--- src/rtl/boot_seq_pkg.sv ---
package boot_seq_pkg;

    localparam int unsigned WORD_W  = 16;
    localparam int unsigned STRAP_W = 4;
    localparam int unsigned LOW_W   = WORD_W - STRAP_W;

    localparam logic [WORD_W-1:0] VEC_PC_ADDR = 16'o024;
    localparam logic [WORD_W-1:0] VEC_PS_ADDR = 16'o026;
    localparam logic [WORD_W-1:0] ROM_PC      = 16'o173000;
    localparam logic [WORD_W-1:0] RUN_PS      = 16'o340;
    localparam logic [WORD_W-1:0] HALT_VEC    = 16'o4;

    typedef enum logic [1:0] {
        MODE_STRAP   = 2'b00,
        MODE_ROM     = 2'b01,
        MODE_CONSOLE = 2'b10,
        MODE_VECTOR  = 2'b11
    } boot_mode_e;

    typedef enum logic [2:0] {
        ST_SAMPLE,
        ST_DISPATCH,
        ST_FETCH_PC,
        ST_FETCH_PS,
        ST_LAUNCH,
        ST_CONSOLE,
        ST_RUN
    } seq_state_e;

    typedef struct packed {
        boot_mode_e         mode;
        logic [STRAP_W-1:0] addr_hi;
        logic               halt_en;
    } strap_cfg_t;

    typedef struct packed {
        logic [WORD_W-1:0] pc;
        logic [WORD_W-1:0] ps;
    } start_ctx_t;

    function automatic logic [WORD_W-1:0] strap_to_addr(input logic [STRAP_W-1:0] hi);
        return {hi, {LOW_W{1'b0}}};
    endfunction

endpackage

--- src/rtl/strap_latch.sv ---
module strap_latch
    import boot_seq_pkg::*;
(
    input  logic               clk,
    input  logic               rst,
    input  logic               capture,
    input  logic [1:0]         opt_in,
    input  logic [STRAP_W-1:0] addr_in,
    input  logic               halt_en_in,
    output strap_cfg_t         cfg
);
    always_ff @(posedge clk) begin
        if (rst) begin
            cfg <= '0;
        end else if (capture) begin
            cfg.mode    <= boot_mode_e'(opt_in);
            cfg.addr_hi <= addr_in;
            cfg.halt_en <= halt_en_in;
        end
    end
endmodule

--- src/rtl/boot_fsm.sv ---
module boot_fsm
    import boot_seq_pkg::*;
(
    input  logic              clk,
    input  logic              rst,
    input  strap_cfg_t        cfg,
    input  logic              mem_ack,
    input  logic [WORD_W-1:0] mem_rdata,
    input  logic              continue_in,
    output logic              capture,
    output logic              mem_req,
    output logic [WORD_W-1:0] mem_addr,
    output start_ctx_t        ctx,
    output logic              start_pulse,
    output logic              debug_mode,
    output logic              running
);
    seq_state_e state;

    always_ff @(posedge clk) begin
        if (rst) begin
            state <= ST_SAMPLE;
            ctx   <= '0;
        end else begin
            unique case (state)
                ST_SAMPLE:   state <= ST_DISPATCH;
                ST_DISPATCH: begin
                    unique case (cfg.mode)
                        MODE_VECTOR:  state <= ST_FETCH_PC;
                        MODE_CONSOLE: begin
                            ctx.ps <= '0;
                            state  <= ST_CONSOLE;
                        end
                        MODE_ROM: begin
                            ctx.pc <= ROM_PC;
                            ctx.ps <= RUN_PS;
                            state  <= ST_LAUNCH;
                        end
                        default: begin
                            ctx.pc <= strap_to_addr(cfg.addr_hi);
                            ctx.ps <= RUN_PS;
                            state  <= ST_LAUNCH;
                        end
                    endcase
                end
                ST_FETCH_PC: if (mem_ack) begin
                    ctx.pc <= mem_rdata;
                    state  <= ST_FETCH_PS;
                end
                ST_FETCH_PS: if (mem_ack) begin
                    ctx.ps <= mem_rdata;
                    state  <= ST_LAUNCH;
                end
                ST_LAUNCH:   state <= ST_RUN;
                ST_CONSOLE:  if (continue_in) state <= ST_RUN;
                default:     state <= ST_RUN;
            endcase
        end
    end

    always_comb begin
        capture     = (state == ST_SAMPLE);
        mem_req     = (state == ST_FETCH_PC) || (state == ST_FETCH_PS);
        mem_addr    = (state == ST_FETCH_PS) ? VEC_PS_ADDR :
                      (state == ST_FETCH_PC) ? VEC_PC_ADDR : '0;
        start_pulse = (state == ST_LAUNCH);
        debug_mode  = (state == ST_CONSOLE);
        running     = (state == ST_RUN);
    end
endmodule

--- src/rtl/halt_ctl.sv ---
module halt_ctl
    import boot_seq_pkg::*;
(
    input  logic              clk,
    input  logic              rst,
    input  logic              running,
    input  logic              halt_en,
    input  logic              halt_req,
    output logic              halt_stop,
    output logic              halt_trap,
    output logic [WORD_W-1:0] trap_vec
);
    always_ff @(posedge clk) begin
        if (rst) begin
            halt_stop <= 1'b0;
            halt_trap <= 1'b0;
        end else begin
            halt_stop <= running & halt_req & halt_en;
            halt_trap <= running & halt_req & ~halt_en;
        end
    end

    assign trap_vec = halt_trap ? HALT_VEC : '0;
endmodule

--- src/rtl/boot_vector_seq.sv ---
module boot_vector_seq
    import boot_seq_pkg::*;
(
    input  logic               clk,
    input  logic               rst,
    input  logic [1:0]         boot_opt,
    input  logic [STRAP_W-1:0] boot_addr_strap,
    input  logic               halt_en_strap,
    input  logic               halt_req,
    input  logic               continue_in,
    output logic               mem_req,
    output logic [WORD_W-1:0]  mem_addr,
    input  logic               mem_ack,
    input  logic [WORD_W-1:0]  mem_rdata,
    output logic [WORD_W-1:0]  pc_out,
    output logic [WORD_W-1:0]  ps_out,
    output logic               start_pulse,
    output logic               debug_mode,
    output logic               halt_stop,
    output logic               halt_trap,
    output logic [WORD_W-1:0]  trap_vec
);
    strap_cfg_t cfg;
    start_ctx_t ctx;
    logic       capture;
    logic       running;

    strap_latch u_latch (
        .clk        (clk),
        .rst        (rst),
        .capture    (capture),
        .opt_in     (boot_opt),
        .addr_in    (boot_addr_strap),
        .halt_en_in (halt_en_strap),
        .cfg        (cfg)
    );

    boot_fsm u_fsm (
        .clk         (clk),
        .rst         (rst),
        .cfg         (cfg),
        .mem_ack     (mem_ack),
        .mem_rdata   (mem_rdata),
        .continue_in (continue_in),
        .capture     (capture),
        .mem_req     (mem_req),
        .mem_addr    (mem_addr),
        .ctx         (ctx),
        .start_pulse (start_pulse),
        .debug_mode  (debug_mode),
        .running     (running)
    );

    halt_ctl u_halt (
        .clk       (clk),
        .rst       (rst),
        .running   (running),
        .halt_en   (cfg.halt_en),
        .halt_req  (halt_req),
        .halt_stop (halt_stop),
        .halt_trap (halt_trap),
        .trap_vec  (trap_vec)
    );

    assign pc_out = ctx.pc;
    assign ps_out = ctx.ps;
endmodule

--- config.mk ---
export PLATFORM = sky130hd
export DESIGN_NAME = boot_vector_seq
export DESIGN_NICKNAME = d
export VERILOG_FILES = /design/src/rtl/boot_seq_pkg.sv /design/src/rtl/strap_latch.sv /design/src/rtl/boot_fsm.sv /design/src/rtl/halt_ctl.sv /design/src/rtl/boot_vector_seq.sv
export SDC_FILE = /design/constraint.sdc
export NUM_CORES = 1
export LEC_CHECK = 0
export ABC_CLOCK_PERIOD_IN_PS = 1500
export BUFFER_PORTS_ARGS = -buffer_cell sky130_fd_sc_hd__buf_2
export CORE_MARGIN = 4
export CORE_UTILIZATION = 40
export CTS_BUF_LIST = sky130_fd_sc_hd__clkbuf_8
export CTS_CLUSTER_DIAMETER = 60
export DETAILED_ROUTE_END_ITERATION = 7
export GPL_ROUTABILITY_DRIVEN = 0
export GPL_TIMING_DRIVEN = 0
export PLACE_DENSITY = 0.71
export SLEW_MARGIN = 40
export SYNTH_ARGS = -nofsm -noshare
export SYNTH_HDL_FRONTEND = slang
export SYNTH_SLANG_ARGS = --single-unit
--- constraint.sdc ---
create_clock -name clk -period 1.5 [get_ports clk]
set_input_delay 0.225 -clock clk [delete_from_list [all_inputs] [get_ports clk]]
set_output_delay 0.225 -clock clk [all_outputs]
set_load 0.05 [all_outputs]
# == After elaboration in Yosys (flattened, before gate mapping) ==
# Index checks and enable logic that the tools add are counted.
# W data, S select, Z words.
# word_totals
regBits,44
elab_cells,47
# classes
n_eq_ne,14
muxes,13
n_bitwise,4
n_reduce_logical,8
# op_table
cell,n
$pmux W16 S2,4
$mux W16,2
$pmux W3 S5,1
$mux W3,4
$ne A2 B2 Y1 const B,5
$eq A3 B3 Y1 const B,3
$reduce_and A3 Y1,3
$eq A3 B2 Y1 const B,2
$pmux W3 S2,1
$mux W5,1
$eq A2 B2 Y1 const B,2
$reduce_bool A2 Y1,2
$and A1 B1 Y1,3
$eq A3 B1 Y1 const B,1
$logic_not A3 Y1,1
$eq A2 B1 Y1 const B,1
$reduce_or A2 Y1,1
$logic_or A1 B1 Y1,1
$not A1 Y1,1

# == Longest topological paths before layout ==
# depth
word_depth,4
mapped_depth,7

# == Hierarchy ==
# Synthesis repeated with hierarchy kept, for this count alone.
# unflattened
hier_cells,217
area_unflattened_um2,2068.2
# modules_own_cells
module,instances,cells_each,area_each_um2
boot_fsm,1,174,1632.8
strap_latch,1,22,247.7
halt_ctl,1,21,187.7

# == Worst setup path after synthesis ==
# Ideal clock, no wire load.
# synth_path
path_kind,reg2out
start,reg u_fsm.state[0]
end,out debug_mode
arrival_time_ns,2.055
required_time_ns,1.275
slack_ns,-0.780
stages_incl_launch_ff,4
path_buffers,1
cell_sequence,dfxtp_1 > clkbuf_1 > clkinv_1 > nor3_1
# synth_via
elab_chain_len,1
# synth_lines
element,line_no,rtl
start: declaration,boot_fsm.sv:18,seq_state_e state;
start signal: assignment,boot_fsm.sv:22,state <= ST_SAMPLE;
start signal: assignment,boot_fsm.sv:26,ST_SAMPLE: state <= ST_DISPATCH;
start signal: assignment,boot_fsm.sv:29,MODE_VECTOR: state <= ST_FETCH_PC;
$eq A3 B3 Y1,boot_fsm.sv:67,debug_mode = (state == ST_CONSOLE);
end: declaration,boot_vector_seq.sv:18,"output logic debug_mode,"
# No other way between the ends.

# == Worst setup path in the final report ==
# layout_path
start,reg u_fsm.state[1]
end,out mem_addr[2]
# layout_via
elab_chain_len,3
# layout_lines
element,line_no,rtl
$eq A3 B2 Y1,boot_fsm.sv:65,(state == ST_FETCH_PC) ? VEC_PC_ADDR : '0;
$mux W5,boot_fsm.sv:65,
$mux W16 (*),boot_fsm.sv:64,mem_addr = (state == ST_FETCH_PS) ? VEC_PS_ADDR :
end: declaration,boot_vector_seq.sv:12,"output logic [WORD_W-1:0] mem_addr,"
# Mark *: on every way between the ends. The rest lies on a longest branch, timed or not.

==> results.md <==
* Status: complete, but fails checks
* Failing checks: setup timing
* Critical path class: reg -> out
* CTS tree: done
* First-pass DRT Iterations at 5
* Combinational share of power at approximately 50%
* Mapped Cells at roughly 270
* Rel. slew slack at between 50% and 60%
* CP startpoint kind: flip-flop
* DRT iter0 DRCs at between 150 and 200
* Crit-path cells: buf_6, buf_8, nor2b_4, buf_4, buf_8
* Hold slack at around 150 ps
* Largest net degree at the start of global routing at 14
* Routed vias/inst at about 5.2
* Setup Skew at approximately 9.6 ps
* Avg Cell Area, Syn at roughly 8.6 µm²
* Share of cells above drive strength 1 at a little over half
* Yosys top cell area share at 38.07%
* Top FF cell, synth: dfxtp_1
* Seq pwr share at between 30% and 40%
* Util after Layout at between 60% and 70%
* IO buf count at 67
* CTS H-Tree Depth at 2
* CP endpoint kind: primary output
* WL/cell at about 16 µm
* Vias in the first global route at between 2,000 and 2,500
* DP Wirelength at between 4000 and 5000 µm
* WL final at about 7200 µm
* HP Class: in -> reg
* Cell family with the largest share of critical-path delay: buffers and inverters
* Area occupied by multi-input gates at 1458 µm²
* Final setup vio count at 13
* Number of synthesized flops with an enable pin at 0
* Clock slew at reported path FFs at ~80 ps
* Fmax at ~630 MHz
* Pre-CTS setup slack at -277.7 ps
* Met2 usage at 32.57%
* Netlist cell types at between 40 and 50
* Dominant cell type by area after synthesis: dfxtp_1
* Fin crit share at 105.7%
* DRC Markers at 0
* Num rows at 27
* CP most frequent cell: buf_8
* Max Root-Sink Buffers at 2
* Sequential cell area at around 900 µm²
* Sw Ratio at approximately two fifths
* PwrDens at approximately 1200 nW/µm²
* Max-cap violations at 0
* RSZ-0062 raised after global routing: yes
* Antenna Nets Post-Route at 0
* Global Route met1 Usage at between 20% and 30%
* Post-CTS Hold Buffers at 0
* Internal power at approximately 2700 µW
* Met3 global-route usage at ~5.1%
* Max-slew violation count at 0
* DIE HEIGHT at approximately 84 µm
* Worst-skew pair later-pin latency at roughly 300 ps
* Die width at 84.05 µm
* # fillers at 469
* Worst-path fanout max at 6
* Antenna violations before repair at 0
* Initial Util at ~42%
* Worst IR Drop VDD at about 0.00093 V
* Diodes inserted at 0
* GR peak layer: met2
* Leakage at 0.001587 µW
* Syn-to-layout area delta at 55.06%
* Fin. Hold Viols at 0
* Psw at approximately 1800 µW
* Warnings from Yosys at 0
* Register bit count reported by yosys at 44
* Post-Layout Cell Count at 460
* Placed Cells at around 430
* Total gr overflow at 0
* Cts bufs inserted at 5
* Nets at 415
* Core Area at roughly 5600 µm²
* Min cycle time layout at between 1500 and 2000 ps
* Worst Path Arrival at about 1400 ps
* Clock root cell: clkbuf_8
* Netlist Area Pre-Place at 2313 µm²
* Clock sinks at 44
* Most common cell in the netlist: dfxtp_1
* Post-synth top cells: 44 x dfxtp_1, 31 x buf_4, 23 x a21oi_1
* Num ports at 97
* CP Buf/Inv Count at 4
* Worst-margin pin slew at about 730 ps
* Post-synth ARST share at 0%
* Fin worst setup slack at -85.42 ps
* Gr usage total at ~19%
* Routed vias at 2,392
* Die footprint at between 7000 and 8000 µm²
* Slowest CP cell: dfxtp_2
* Max incr delay on CP at about 370 ps
* Total Power at between 4000 and 5000 µW
* Clock power share at between 10% and 20%
* Sequential area share after synthesis at a little under two fifths
* WP data required at about 1300 ps
* Top cells by area, synth: dfxtp_1 38%, buf_4 10%, a21oi_1 5.0%, nand4b_1 4.9%, o31ai_1 4.5%
* Global-route wire length before repair at 11,310 µm
==> timing repair <==
item / CTS / global route
pin swaps: 10 / 27
gates cloned: 2 / 0
gates resized for setup: 67 / 58
setup endpoints to repair: 49 / 43
setup buffers: 17 / 3
==> sequential cells by signal (all words and copies together) (netlist names) <==
register          flops
u_fsm.ctx            32
u_fsm.state           3
u_halt.halt_stop      1
u_halt.halt_trap      1
u_latch.cfg           7
==> per-layer routing <==
layer	up-vias	wire, µm
met4	0	119
met3	15	573
met2	102	3604
met5	-	0
met1	1101	2858
li1	1174	-
==> final timing paths <==
check	end	cells after the start	startpoint	slack (ps)
max	mem_addr[2]	5	u_fsm.state[1]$_SDFFE_PP0P_	-90
min	u_latch.cfg[3]$_SDFFE_PP0N_	3	boot_addr_strap[2]	150
max reg2reg	u_fsm.ctx[15]$_SDFFE_PP0P_	4	u_fsm.state[1]$_SDFFE_PP0P_	-50
min reg2reg	u_fsm.ctx[4]$_SDFFE_PP0P_	2	u_fsm.ctx[4]$_SDFFE_PP0P_	460
==> worst register-to-register path, delay by kind of cell, from the launching register on <==
family	cells	cell delay, ps
AND/OR/NAND/NOR	2	810
buffers and inverters	1	160
flip-flops	1	370
AO/OA/AOI/OAI	1	130
==> power by group through the flow <==
stage | clock network [µW] | registers, µW | logic (µW)
after detailed placement | 0 | 1400 | 1600
after floorplan | 0 | 1610 | 1070
after global routing | 963 | 1400 | 2320
final | 887 | 1390 | 2200
after global placement | 0 | 1400 | 1580
after CTS | 908 | 1380 | 2020
==> cell families after synthesis <==
kind of cell / Yosys count / synth area share [%]
mux: 10 / 4.327
other cells: 1 / 0.1621
compound gates: 55 / 15.41
simple gates: 97 / 26.55
flops: 44 / 38.07
buf+inv: 61 / 15.47
==> per-stage QoR <==
stage	instance area (µm²)	setup TNS, ps
after CTS	3357	-279.2
after global placement	2893	-4680
final	3587	-595.5
after floorplan	2467	-64.39
after global routing	3587	-1677
after detailed placement	2893	-6424
==> cell type report <==
cell class	count	area share [%]
buffer	53	11.75
clock buffer	5	1.918
clock inverter	3	1.081
inverter	4	0.7674
multi-input combinational	190	40.63
sequential	44	24.87
tap	72	2.511
timing repair buffer	89	16.46
==> cell usage in the layout (no fill, tap or decap), types with 3 or more instances in the layout <==
cell      instances
a21oi_1           8
o31ai_1           7
nand2_1          11
clkbuf_1          4
clkbuf_8          5
nand4b_1         13
buf_6            11
conb_1           28
o32ai_1           3
mux2i_1           9
or4_1             5
dfxtp_1          39
buf_4            49
o22ai_1           3
nor2_1           12
o31ai_2           5
nand4_1           7
dfxtp_2           3
nor3_1            6
o211ai_1          3
buf_8             6
or4_4             9
nand3_2          10
buf_2            65
nor2b_1           3
a21oi_2          15
Power figures use the tool's default switching activity.
